--- config.mk ---
export PLATFORM = sky130hd
export DESIGN_NAME = clk_gate_bank
export DESIGN_NICKNAME = d
export VERILOG_FILES = /design/src/rtl/clk_gate_bank_pkg.sv /design/src/rtl/clk_gate_bank_ctrl.sv /design/src/rtl/clk_gate_bank_dp.sv /design/src/rtl/clk_gate_bank.sv
export SDC_FILE = /design/constraint.sdc
export NUM_CORES = 1
export LEC_CHECK = 0
export ABC_AREA = 1
export CORE_ASPECT_RATIO = 1.1
export CORE_MARGIN = 2
export CORE_UTILIZATION = 69
export DETAILED_ROUTE_END_ITERATION = 6
export DONT_BUFFER_PORTS = 1
export PLACE_DENSITY = 0.86
export SETUP_SLACK_MARGIN = 0.02
export SKIP_CTS_REPAIR_TIMING = 1
export SLEW_MARGIN = 15
export SYNTH_ARGS = -nofsm -noshare
export SYNTH_HDL_FRONTEND = slang
export SYNTH_SLANG_ARGS = --single-unit
--- constraint.sdc ---
create_clock -name clk -period 0.95 [get_ports clk]
set_input_delay 0 -clock clk [delete_from_list [all_inputs] [get_ports clk]]
set_output_delay 0 -clock clk [all_outputs]
set_load 0.1 [all_outputs]
--- src/rtl/clk_gate_bank_pkg.sv ---
package clk_gate_bank_pkg;
  localparam int REG_SEL_W = 2;
  localparam int BANK_IDX_W = 4;

  typedef enum logic [REG_SEL_W-1:0] {
    REG_ON   = 2'd0,
    REG_OFF  = 2'd1,
    REG_STAT = 2'd2,
    REG_RSVD = 2'd3
  } regSel_e;

  typedef struct packed {
    logic                  onStb;
    logic                  offStb;
    logic                  statStb;
    logic [BANK_IDX_W-1:0] bankIdx;
  } strobe_t;
endpackage

--- src/rtl/clk_gate_bank_ctrl.sv ---
module clk_gate_bank_ctrl
  import clk_gate_bank_pkg::*;
#(
  parameter int ADDR_W    = 4,
  parameter int NUM_BANKS = 2
) (
  input  logic              wrEn,
  input  logic              rdEn,
  input  logic [ADDR_W-1:0] addr,
  output strobe_t           strobe
);
  localparam int BANK_W = ADDR_W - REG_SEL_W;

  logic [BANK_W-1:0] bankField;
  regSel_e           regField;
  logic              inRange;

  always_comb begin
    bankField      = addr[ADDR_W-1:REG_SEL_W];
    regField       = regSel_e'(addr[REG_SEL_W-1:0]);
    inRange        = (int'(bankField) < NUM_BANKS);
    strobe.onStb   = wrEn && inRange && (regField == REG_ON);
    strobe.offStb  = wrEn && inRange && (regField == REG_OFF);
    strobe.statStb = rdEn && inRange && (regField == REG_STAT);
    strobe.bankIdx = BANK_IDX_W'(bankField);
  end
endmodule

--- src/rtl/clk_gate_bank_dp.sv ---
module clk_gate_bank_dp
  import clk_gate_bank_pkg::*;
#(
  parameter int NUM_PERIPH = 64,
  parameter int DATA_W     = 32,
  parameter int ALWAYS_ON  = 2
) (
  input  logic                  clk,
  input  logic                  rstN,
  input  strobe_t               strobe,
  input  logic [DATA_W-1:0]     wrData,
  output logic [DATA_W-1:0]     rdData,
  output logic [NUM_PERIPH-1:0] gateEn
);
  localparam int NUM_BANKS = (NUM_PERIPH + DATA_W - 1) / DATA_W;
  localparam int PAD_W     = NUM_BANKS * DATA_W;

  logic [PAD_W-1:0] enPad;

  function automatic logic [DATA_W-1:0] fixedMask(input int b);
    logic [DATA_W-1:0] m;
    for (int i = 0; i < DATA_W; i++) m[i] = ((b * DATA_W + i) < ALWAYS_ON);
    return m;
  endfunction

  function automatic logic [DATA_W-1:0] validMask(input int b);
    logic [DATA_W-1:0] m;
    for (int i = 0; i < DATA_W; i++) m[i] = ((b * DATA_W + i) < NUM_PERIPH);
    return m;
  endfunction

  for (genvar b = 0; b < NUM_BANKS; b++) begin : g_bank
    localparam logic [DATA_W-1:0] FIXED = fixedMask(b);
    localparam logic [DATA_W-1:0] VALID = validMask(b);

    logic              bankHit;
    logic [DATA_W-1:0] onVec;
    logic [DATA_W-1:0] offVec;
    logic [DATA_W-1:0] bankQ;

    always_comb begin
      bankHit = (int'(strobe.bankIdx) == b);
      onVec   = (bankHit && strobe.onStb)  ? wrData : '0;
      offVec  = (bankHit && strobe.offStb) ? wrData : '0;
    end

    always_ff @(posedge clk or negedge rstN) begin
      if (!rstN) bankQ <= '0;
      else       bankQ <= ((bankQ | onVec) & ~offVec) & VALID & ~FIXED;
    end

    assign enPad[b*DATA_W +: DATA_W] = (bankQ | FIXED) & VALID;
  end

  always_comb begin
    rdData = '0;
    for (int b = 0; b < NUM_BANKS; b++) begin
      if (strobe.statStb && (int'(strobe.bankIdx) == b)) rdData = enPad[b*DATA_W +: DATA_W];
    end
  end

  assign gateEn = enPad[NUM_PERIPH-1:0];
endmodule

--- src/rtl/clk_gate_bank.sv ---
module clk_gate_bank
  import clk_gate_bank_pkg::*;
#(
  parameter int NUM_PERIPH = 64,
  parameter int DATA_W     = 32,
  parameter int ADDR_W     = 4,
  parameter int ALWAYS_ON  = 2
) (
  input  logic                  clk,
  input  logic                  rstN,
  input  logic                  wrEn,
  input  logic                  rdEn,
  input  logic [ADDR_W-1:0]     addr,
  input  logic [DATA_W-1:0]     wrData,
  output logic [DATA_W-1:0]     rdData,
  output logic [NUM_PERIPH-1:0] gateEn
);
  localparam int NUM_BANKS = (NUM_PERIPH + DATA_W - 1) / DATA_W;

  strobe_t strobe;

  clk_gate_bank_ctrl #(
    .ADDR_W   (ADDR_W),
    .NUM_BANKS(NUM_BANKS)
  ) i_ctrl (
    .wrEn  (wrEn),
    .rdEn  (rdEn),
    .addr  (addr),
    .strobe(strobe)
  );

  clk_gate_bank_dp #(
    .NUM_PERIPH(NUM_PERIPH),
    .DATA_W    (DATA_W),
    .ALWAYS_ON (ALWAYS_ON)
  ) i_dp (
    .clk   (clk),
    .rstN  (rstN),
    .strobe(strobe),
    .wrData(wrData),
    .rdData(rdData),
    .gateEn(gateEn)
  );
endmodule

==> results of run 1 <==
## logic make-up after synthesis
logic type / Yosys count / synth area share
and+or+nand+nor: 288 / 0.354
buffers and inverters: 169 / 0.189
DFF: 62 / 0.414
AOI/OAI and AO/OA: 32 / 0.0427
other: 1 / 0.00100
## through the flow
| step | setup TNS (ps) | instances | instance area (sq um) |
|---|---|---|---|
| 3_3_place_gp | -1170 | 698 | 5690 |
| 2_1_floorplan | -8420 | 553 | 4440 |
==> out/metrics.yaml, run 1 <==
ys_ff_latch: 62
yosys-top-cells-count: "nand2_1 (158), inv_1 (124), nand3_1 (63)"
start_util: 0.704
io_buffers: 0
synth_area_leaders: "dfrtp_1 (41%), nand2_1 (16%), inv_1 (12%)"
syn_inst: 552
synth_edf_count: 0
synth_top_area_share: 0.414
synth_largest_area_cell: "dfrtp_1"
ys_types: 17
die_w_um: 74.3
synth_area_per_cell_sq_um: 6.79
synthFlopType: "dfrtp_1"
routabilityCongestion: 0.875
num_rows: 28
chipHeight_um: 81.3
ys_seq_area_frac: 0.414
netlist_area_sq_um: 3750
num_io_pins: 136
synth_warnings: 0
failed_stage: "3_5_place_dp"
outcome: "stopped before the end"
toolErrorMsg: "[ERROR DPL-0038] Utilization greater than 100%, impossible to legalize"
synthArstFlopShare: 1.00
yosysMostFrequentCell: "nand2_1"
==> run 2, diff against run 1 <==
--- a/config.mk
+++ b/config.mk
@@ -6,13 +6,11 @@
 export NUM_CORES = 1
 export LEC_CHECK = 0
 export ABC_AREA = 1
-export CORE_ASPECT_RATIO = 1.1
 export CORE_MARGIN = 2
-export CORE_UTILIZATION = 69
+export CORE_UTILIZATION = 40
 export DETAILED_ROUTE_END_ITERATION = 6
 export DONT_BUFFER_PORTS = 1
-export PLACE_DENSITY = 0.86
-export SETUP_SLACK_MARGIN = 0.02
+export PLACE_DENSITY_LB_ADDON = 0.15
 export SKIP_CTS_REPAIR_TIMING = 1
 export SLEW_MARGIN = 15
 export SYNTH_ARGS = -nofsm -noshare
==> run 2 against run 1 <==
Effect of this change: the flow now finishes, with violations (hold timing, setup timing); synthesized area unchanged; synthesized cell count unchanged.
==> out/metrics.yaml, run 2 <==
outcome: "finished with violations"
violations: "hold timing, setup timing"
start_kind: "flip-flop"
worstPathRequired_ps: 950
seq_power_share: 0.291
critPathArrivalTime_ps: 1170
dieArea_sq_um: 10200
chipHeight_um: 101
synth_area_leaders: "dfrtp_1 (41%), nand2_1 (16%), inv_1 (12%)"
finalSetupTns_ps: -12130
finalSetupViolCount: 94
seq_area_sq_um: 1780
cts_buffer_depth: 2
cts_max_level: 3
cts_sinks: 62
largest_register: "i_dp.g_bank.bankQ"
cts_tree: "built"
maxSlewViolCount: 0
synthFlopType: "dfrtp_1"
drcViolationCount: 0
synth_edf_count: 0
ant_nets: 0
grt_start_max_net_pins: 70
hold_class: "input pin to async pin"
path_clk_slew_ps: 70
p_sw_mw: 8.52
max_freq_mhz: 853
antenna_found_initial: 0
rsz0062_at_grt: "true"
internal_power_mw: 7.43
synth_area_per_cell_sq_um: 6.79
clock_skew_ps: 0
clkPwrFrac: 0.151
synth_top_area_share: 0.414
final_cells: 782
comb_power_share: 0.559
dp_cells: 732
p_leak_nw: 3.24
hold_slack_ps: -650
nNetsFinal: 705
finalHoldViolations: 94
drt-total-wl_um: 12000
grt_first_pass_wirelength_um: 17700
largest_reg_flops: 62
ys_types: 17
ir_drop_uv: 1570
period_share: 1.23
post-place-ws_ps: -16.3
routabilityCongestion: 0.760
layout_common_cells: "nand2_1 (128), inv_1 (92), nand4_1 (62), nand3_1 (62), dfrtp_4 (62)"
yosysMostFrequentCell: "nand2_1"
num_rows: 35
path_max_fanout: 2
start_util: 0.410
vias: 3971
drt_iter0_markers: 123
worstSkewPairLatency_ps: 330
crit_path_end_kind: "output port"
dpl_cell_area_sq_um: 5700
netlist_area_sq_um: 3750
wire_per_inst_um: 15.3
path_class: "flip-flop to output port"
io_buffers: 0
via_per_inst: 5.08
power.density_nw_per_um2: 2340
cts_buffers: 9
finalCriticalPeriod_ps: 1170
coreArea_sq_um: 9150
layout_commonest_cell: "nand2_1"
switching_share: 0.534
final_cell_area_sq_um: 6800
top_regs: "i_dp.g_bank.bankQ x62"
syn_to_final_growth_pct: 81.4
syn_inst: 552
multi_input_area_sq_um: 2090
synth_warnings: 0
ys_seq_area_frac: 0.414
yosys-top-cells-count: "nand2_1 (158), inv_1 (124), nand3_1 (63)"
num_io_pins: 136
layout_setup_ws_ps: -223
grt_overflow_total: 0
maxCapViolCount: 0
grt_pass1_vias: 3537
synth_largest_area_cell: "dfrtp_1"
dp_hpwl_um: 7320
die_w_um: 101
fillers: 635
ys_ff_latch: 62
grt_use_total: 0.222
cts_root_buf: "clkbuf_8"
firstDrtPassIters: 4
drive_above_1_share: 0.431
synthArstFlopShare: 1.00
[run 2: cells by family after synthesis]
logic type / Yosys count / share of synthesized area
AND/OR/NAND/NOR: 288 / 0.354
buffers and inverters: 169 / 0.189
flip-flops: 62 / 0.414
AO/OA/AOI/OAI: 32 / 0.0427
other: 1 / 0.00100
[run 2: final timing paths]
path / depth (start not counted) / startpoint / slack (ps) / end
max in group asynchronous: 0 / rstN / 1460 / i_dp.g_bank[1].bankQ[2]
setup / recovery: 3 / i_dp.g_bank[1].bankQ[9] / -220 / rdData[9]
hold / removal: 0 / rstN / -650 / i_dp.g_bank[1].bankQ[27]
min in group clk: 3 / addr[2] / -140 / i_dp.g_bank[1].bankQ[26]
setup reg to reg: 4 / i_dp.g_bank[1].bankQ[9] / 110 / i_dp.g_bank[1].bankQ[9]
hold reg to reg: 4 / i_dp.g_bank[0].bankQ[18] / 630 / i_dp.g_bank[0].bankQ[18]
[run 2: power groups by stage]
stage               clock network, mW  registers (mW)  logic, mW
floorplan                           0            8.91       1.85
global placement                    0            4.34       7.89
detailed placement                  0            4.35       7.97
CTS                              2.45            4.31       7.98
global route                     2.59            4.72       9.29
finish                           2.40            4.64       8.91
[run 2: per-stage QoR]
stage / util / power [mW]
3_5_place_dp: 0.623 / 12.3
2_1_floorplan: - / 10.8
6_report: 0.743 / 16.0
4_1_cts: 0.645 / 14.7
3_3_place_gp: 0.623 / 12.2
5_1_grt: 0.743 / 16.6
[run 2: layer usage]
metal / GRT usage / up-vias / part of all wire
met2: 0.374 / 119 / 0.53
met5: 0 / - / 0
li1: - / 1949 / -
met3: 0.0555 / 23 / 0.053
met1: 0.273 / 1880 / 0.39
met4: 0.0843 / 0 / 0.021
[run 2: layout make-up]
cell class	instances	area share
Clock buffer	12	0.0228
Timing Repair Buffer	141	0.298
Inverter	129	0.0829
Sequential cell	62	0.262
Tap cell	111	0.0204
Antenna cell	1	0.000368
Multi-Input combinational cell	322	0.307
Clock inverter	4	0.00662
[run 2: worst max-delay path: stages, from the launching register on]
cell,delay [ps]
dfrtp_4,450
inv_4,50
o21ai_4,150
buf_12,190
Power figures use the tool's default switching activity.
==> run 3, diff against run 2 <==
--- a/config.mk
+++ b/config.mk
@@ -6,8 +6,10 @@
 export NUM_CORES = 1
 export LEC_CHECK = 0
 export ABC_AREA = 1
+export CELL_PAD_IN_SITES_DETAIL_PLACEMENT = 1
+export CELL_PAD_IN_SITES_GLOBAL_PLACEMENT = 2
 export CORE_MARGIN = 2
-export CORE_UTILIZATION = 40
+export CORE_UTILIZATION = 36
 export DETAILED_ROUTE_END_ITERATION = 6
 export DONT_BUFFER_PORTS = 1
 export PLACE_DENSITY_LB_ADDON = 0.15
==> run 3 against run 2 <==
Effect of this change: the run still ends with hold timing, setup timing left; setup slack lost 47 ps; clock skew is the same; global-route usage grew 2.8 points; first-iteration DRC count grew 33%; largest power group unchanged.
==> out/metrics.yaml, run 3 (synthesis results as in run 2) <==
syn_to_final_growth_pct: 89.9
finalCriticalPeriod_ps: 1220
start_kind: "flip-flop"
hold_slack_ps: -673
die_w_um: 106
num_rows: 37
violations: "hold timing, setup timing"
num_io_pins: 136
p_leak_nw: 3.34
drive_above_1_share: 0.438
largest_register: "i_dp.g_bank.bankQ"
worstSkewPairLatency_ps: 340
antenna_found_initial: 0
worstPathRequired_ps: 950
drcViolationCount: 0
cts_tree: "built"
cts_buffer_depth: 2
maxSlewViolCount: 0
layout_common_cells: "nand2_1 (126), inv_1 (90), buf_12 (83)"
gr-usage-met2: 0.441
period_share: 1.28
top_regs: "i_dp.g_bank.bankQ x62"
vias: 4417
utilization: 0.696
use_met3: 0.0570
rsz0062_at_grt: "true"
path_clk_slew_ps: 80
grt-busiest-layer: "met2"
cts_sinks: 62
finalSetupViolCount: 96
grt_start_max_net_pins: 70
start_util: 0.367
largest_reg_flops: 62
firstDrtPassIters: 4
drt-total-wl_um: 17800
nNetsFinal: 708
power.total_mw: 17.4
routabilityCongestion: 0.740
grt_overflow_total: 0
cts_max_level: 3
coreArea_sq_um: 10200
dp_hpwl_um: 9260
finalSetupTns_ps: -14640
maxCapViolCount: 0
path_class: "flip-flop to output port"
wire_per_inst_um: 22.0
path_max_fanout: 2
post-place-ws_ps: -126
crit_path_end_kind: "output port"
outcome: "finished with violations"
grt_first_pass_wirelength_um: 22000
via_per_inst: 5.46
cts_buffers: 9
drt_iter0_markers: 164
hold_class: "input pin to async pin"
met1_usage: 0.290
max_freq_mhz: 820
grt_pass1_vias: 4244
clock_skew_ps: 0
grt_use_total: 0.250
num_antenna_cells: 0
ant_nets: 0
finalHoldViolations: 94
dieArea_sq_um: 11200
layout_setup_ws_ps: -270
chipHeight_um: 106
layout_commonest_cell: "nand2_1"
ir_drop_uv: 1510
power.density_nw_per_um2: 2450
critPathArrivalTime_ps: 1220
io_buffers: 0
cts_root_buf: "clkbuf_8"
[run 3: cell type report]
cell class	instances	area [sq um]
multi-input combinational	322	2080
fill	1078	3110
timing repair buffer	144	2310
clock inverter	4	70.1
tap	136	170
inverter	129	564
clock buffer	12	145
sequential	62	1780
[run 3: power breakdown]
group          internal, mW  total, mW  switching [mW]
sequential             3.68       4.80            1.12
clock                  1.55       2.74            1.20
combinational          3.02       9.90            6.88
[run 3: path summary, 6_finish.rpt]
| check | startpoint | end | slack (ps) | cells after the start |
|---|---|---|---|---|
| min | rstN | i_dp.g_bank[1].bankQ[7] | -670 | 0 |
| min reg2reg | i_dp.g_bank[0].bankQ[5] | i_dp.g_bank[0].bankQ[5] | 650 | 4 |
| max in group asynchronous | rstN | i_dp.g_bank[1].bankQ[1] | 1470 | 0 |
| min in group clk | addr[2] | i_dp.g_bank[1].bankQ[23] | -170 | 3 |
| max reg2reg | i_dp.g_bank[1].bankQ[8] | i_dp.g_bank[1].bankQ[8] | -40 | 5 |
| max | i_dp.g_bank[1].bankQ[28] | rdData[28] | -270 | 3 |
[run 3: metal layers]
metal | up-vias | share of wire
li1 | 1953 | -
met1 | 2249 | 0.36
met2 | 173 | 0.56
met3 | 42 | 0.050
met4 | 0 | 0.031
met5 | - | 0
[run 3: metrics by stage]
step	cells	hold WS, ps	area (sq um)
after floorplan	553	-296	4440
after global placement	757	-294	5720
after detailed placement	757	-294	5720
after CTS	773	-681	5940
after global routing	809	-704	7120
final	809	-673	7120
[run 3: critical path, stage by stage (launching register included)]
cell	delay, ps
dfrtp_4	450
inv_4	50
o21ai_4	170
buf_12	200
==> run 4, diff against run 3 <==
--- a/config.mk
+++ b/config.mk
@@ -5,11 +5,11 @@
 export SDC_FILE = /design/constraint.sdc
 export NUM_CORES = 1
 export LEC_CHECK = 0
-export ABC_AREA = 1
 export CELL_PAD_IN_SITES_DETAIL_PLACEMENT = 1
 export CELL_PAD_IN_SITES_GLOBAL_PLACEMENT = 2
 export CORE_MARGIN = 2
-export CORE_UTILIZATION = 36
+export CORE_UTILIZATION = 40
+export CTS_BUF_LIST = sky130_fd_sc_hd__clkbuf_4 sky130_fd_sc_hd__clkbuf_8
 export DETAILED_ROUTE_END_ITERATION = 6
 export DONT_BUFFER_PORTS = 1
 export PLACE_DENSITY_LB_ADDON = 0.15
==> run 4 against run 3 <==
Effect of this change: power shrank 21%; sequential share of layout area is 11 points higher; highest routed layer unchanged; critical endpoint is now rdData[5]; register-to-register slack improved by 20 ps; flip-flop and latch count stayed put; synthesized area is 19% lower; setup slack improved by 4.2 ps; the run still ends with hold timing, setup timing left; die area shrank 26%.
==> out/metrics.yaml, run 4 <==
hold_class: "input pin to async pin"
top_regs: "i_dp.g_bank.bankQ x62"
path_buf_inv: 0
synthMuxAreaShare: 0.00660
synth_top_area_share: 0.512
grt_overflow_total: 0
cts_root_buf: "clkbuf_8"
vias: 2741
layout_setup_ws_ps: -266
grt_use_total: 0.235
cp_cell_sequence: "a22o_4"
grt_start_max_net_pins: 64
layout_commonest_cell: "dfrtp_4"
largest_register: "i_dp.g_bank.bankQ"
ys_seq_area_frac: 0.512
ys_types: 19
synth_warnings: 0
antenna_found_initial: 0
power.total_mw: 13.8
num_io_pins: 136
synth_edf_count: 0
ys_ff_latch: 62
drcViolationCount: 0
drt-total-wl_um: 10400
clock_skew_ps: 0
hold_slack_ps: -647
crit_start: "i_dp.g_bank[0].bankQ[5]"
finalHoldViolations: 124
syn_inst: 288
num_antenna_cells: 0
synth-simple-area-share: 0.0784
die_w_um: 91.1
p_leak_nw: 1.97
path_max_fanout: 3
cts_sinks: 62
cp_slowest_cell: "dfrtp_4"
cts_tree: "built"
period_share: 1.28
wire_per_inst_um: 22.8
cts_max_level: 3
netlist_area_sq_um: 3030
ant_nets: 0
outcome: "finished with violations"
power.density_nw_per_um2: 2780
syn_to_final_growth_pct: 64.2
grt_first_pass_wirelength_um: 15300
crit_path_end_kind: "output port"
synth_fa_ha_area_frac: 0
routabilityCongestion: 0.749
path_clk_slew_ps: 70
via_per_inst: 6.02
synth_top_family_by_area: "compound AO/OA/AOI/OAI gates"
largest_reg_flops: 62
dieArea_sq_um: 8290
maxSlewViolCount: 0
worstSkewPairLatency_ps: 330
final_cells: 455
start_kind: "flip-flop"
coreArea_sq_um: 7290
num_rows: 31
finalCriticalPeriod_ps: 1220
yosys.area_share.xor_xnor: 0
grt_pass1_vias: 2760
critPathArrivalTime_ps: 1220
yosysMostFrequentCell: "dfrtp_1"
drive_above_1_share: 0.556
maxCapViolCount: 0
max_freq_mhz: 822
ir_drop_uv: 1690
synth_compound_area_frac: 0.337
violations: "hold timing, setup timing"
finalSetupViolCount: 95
start_util: 0.416
synthFlopType: "dfrtp_1"
rsz0062_at_grt: "true"
io_buffers: 0
slowest_delay_ps: 500
yosys-top-cells-count: "dfrtp_1 (62), o31ai_1 (60), o21ai_0 (53)"
layout_common_cells: "dfrtp_4 (62), o31ai_1 (60), buf_12 (45)"
dp_hpwl_um: 6300
synth_area_leaders: "dfrtp_1 (51%), o31ai_1 (15%), o21ai_0 (8.7%)"
worstReg2RegStart: "i_dp.g_bank[1].bankQ[5]"
synth_area_per_cell_sq_um: 10.5
synthArstFlopShare: 1.00
chipHeight_um: 91.1
worstPathRequired_ps: 950
dp_cells: 433
firstDrtPassIters: 4
cts_buffers: 9
drt_iter0_markers: 91
path_delay_family: "flip-flops"
cts_buffer_depth: 2
path_class: "flip-flop to output port"
synth_largest_area_cell: "dfrtp_1"
nNetsFinal: 393
-- run 4: kinds of logic after synthesis --
kind of cell / after synthesis
AO/OA/AOI/OAI: 152
flip-flops: 62
AND/OR/NAND/NOR: 37
buffers and inverters: 34
multiplexers: 2
other: 1
-- run 4: final timing paths --
kind / to / slack, ps / depth (start not counted)
max: rdData[5] / -270 / 1
min: i_dp.g_bank[1].bankQ[12] / -650 / 0
max reg2reg: i_dp.g_bank[1].bankQ[5] / -20 / 2
min reg2reg: i_dp.g_bank[0].bankQ[15] / 580 / 2
max in group asynchronous: i_dp.g_bank[1].bankQ[20] / 1460 / 0
min in group clk: i_dp.g_bank[1].bankQ[12] / -240 / 1
-- run 4: worst reg2reg max path: stages (launching register included) --
cell	delay, ps
dfrtp_4	510
o21ai_0	160
o31ai_1	170
-- run 4: area by class of cell --
| type | instances | area (sq um) |
|---|---|---|
| sequential | 62 | 1780 |
| timing repair buffer | 84 | 1270 |
| inverter | 3 | 16.3 |
| clock buffer | 13 | 173 |
| clock inverter | 1 | 5.00 |
| multi-input combinational | 193 | 1610 |
| tap | 99 | 124 |
| fill | 709 | 2310 |
-- run 4: report_power, final --
part / total, mW / internal, mW / switching (mW)
Combinational: 7.33 / 2.18 / 5.15
Sequential: 4.33 / 3.54 / 0.781
Clock: 2.17 / 1.16 / 1.02
Total: 13.8 / 6.88 / 6.95
-- run 4: per-layer routing --
layer / routed length (um) / up-vias / track usage / share of wire
li1: - / 1221 / - / -
met1: 4320 / 1405 / 0.308 / 0.42
met2: 5340 / 102 / 0.391 / 0.51
met4: 150 / 0 / 0.0808 / 0.014
met3: 588 / 13 / 0.0456 / 0.057
met5: 0 / - / 0 / 0
-- run 4: per-stage QoR --
step                      TNS (ps)  worst slack (ps)  area, sq um   util
final                       -13470              -266         4980  0.683
after global routing        -15410              -283         4980  0.683
after CTS                   -15860              -266         4380  0.600
after detailed placement     -5150              -281         4200  0.576
after global placement       -3450              -124         4200  0.576
after floorplan              -3270              -281         3640      -
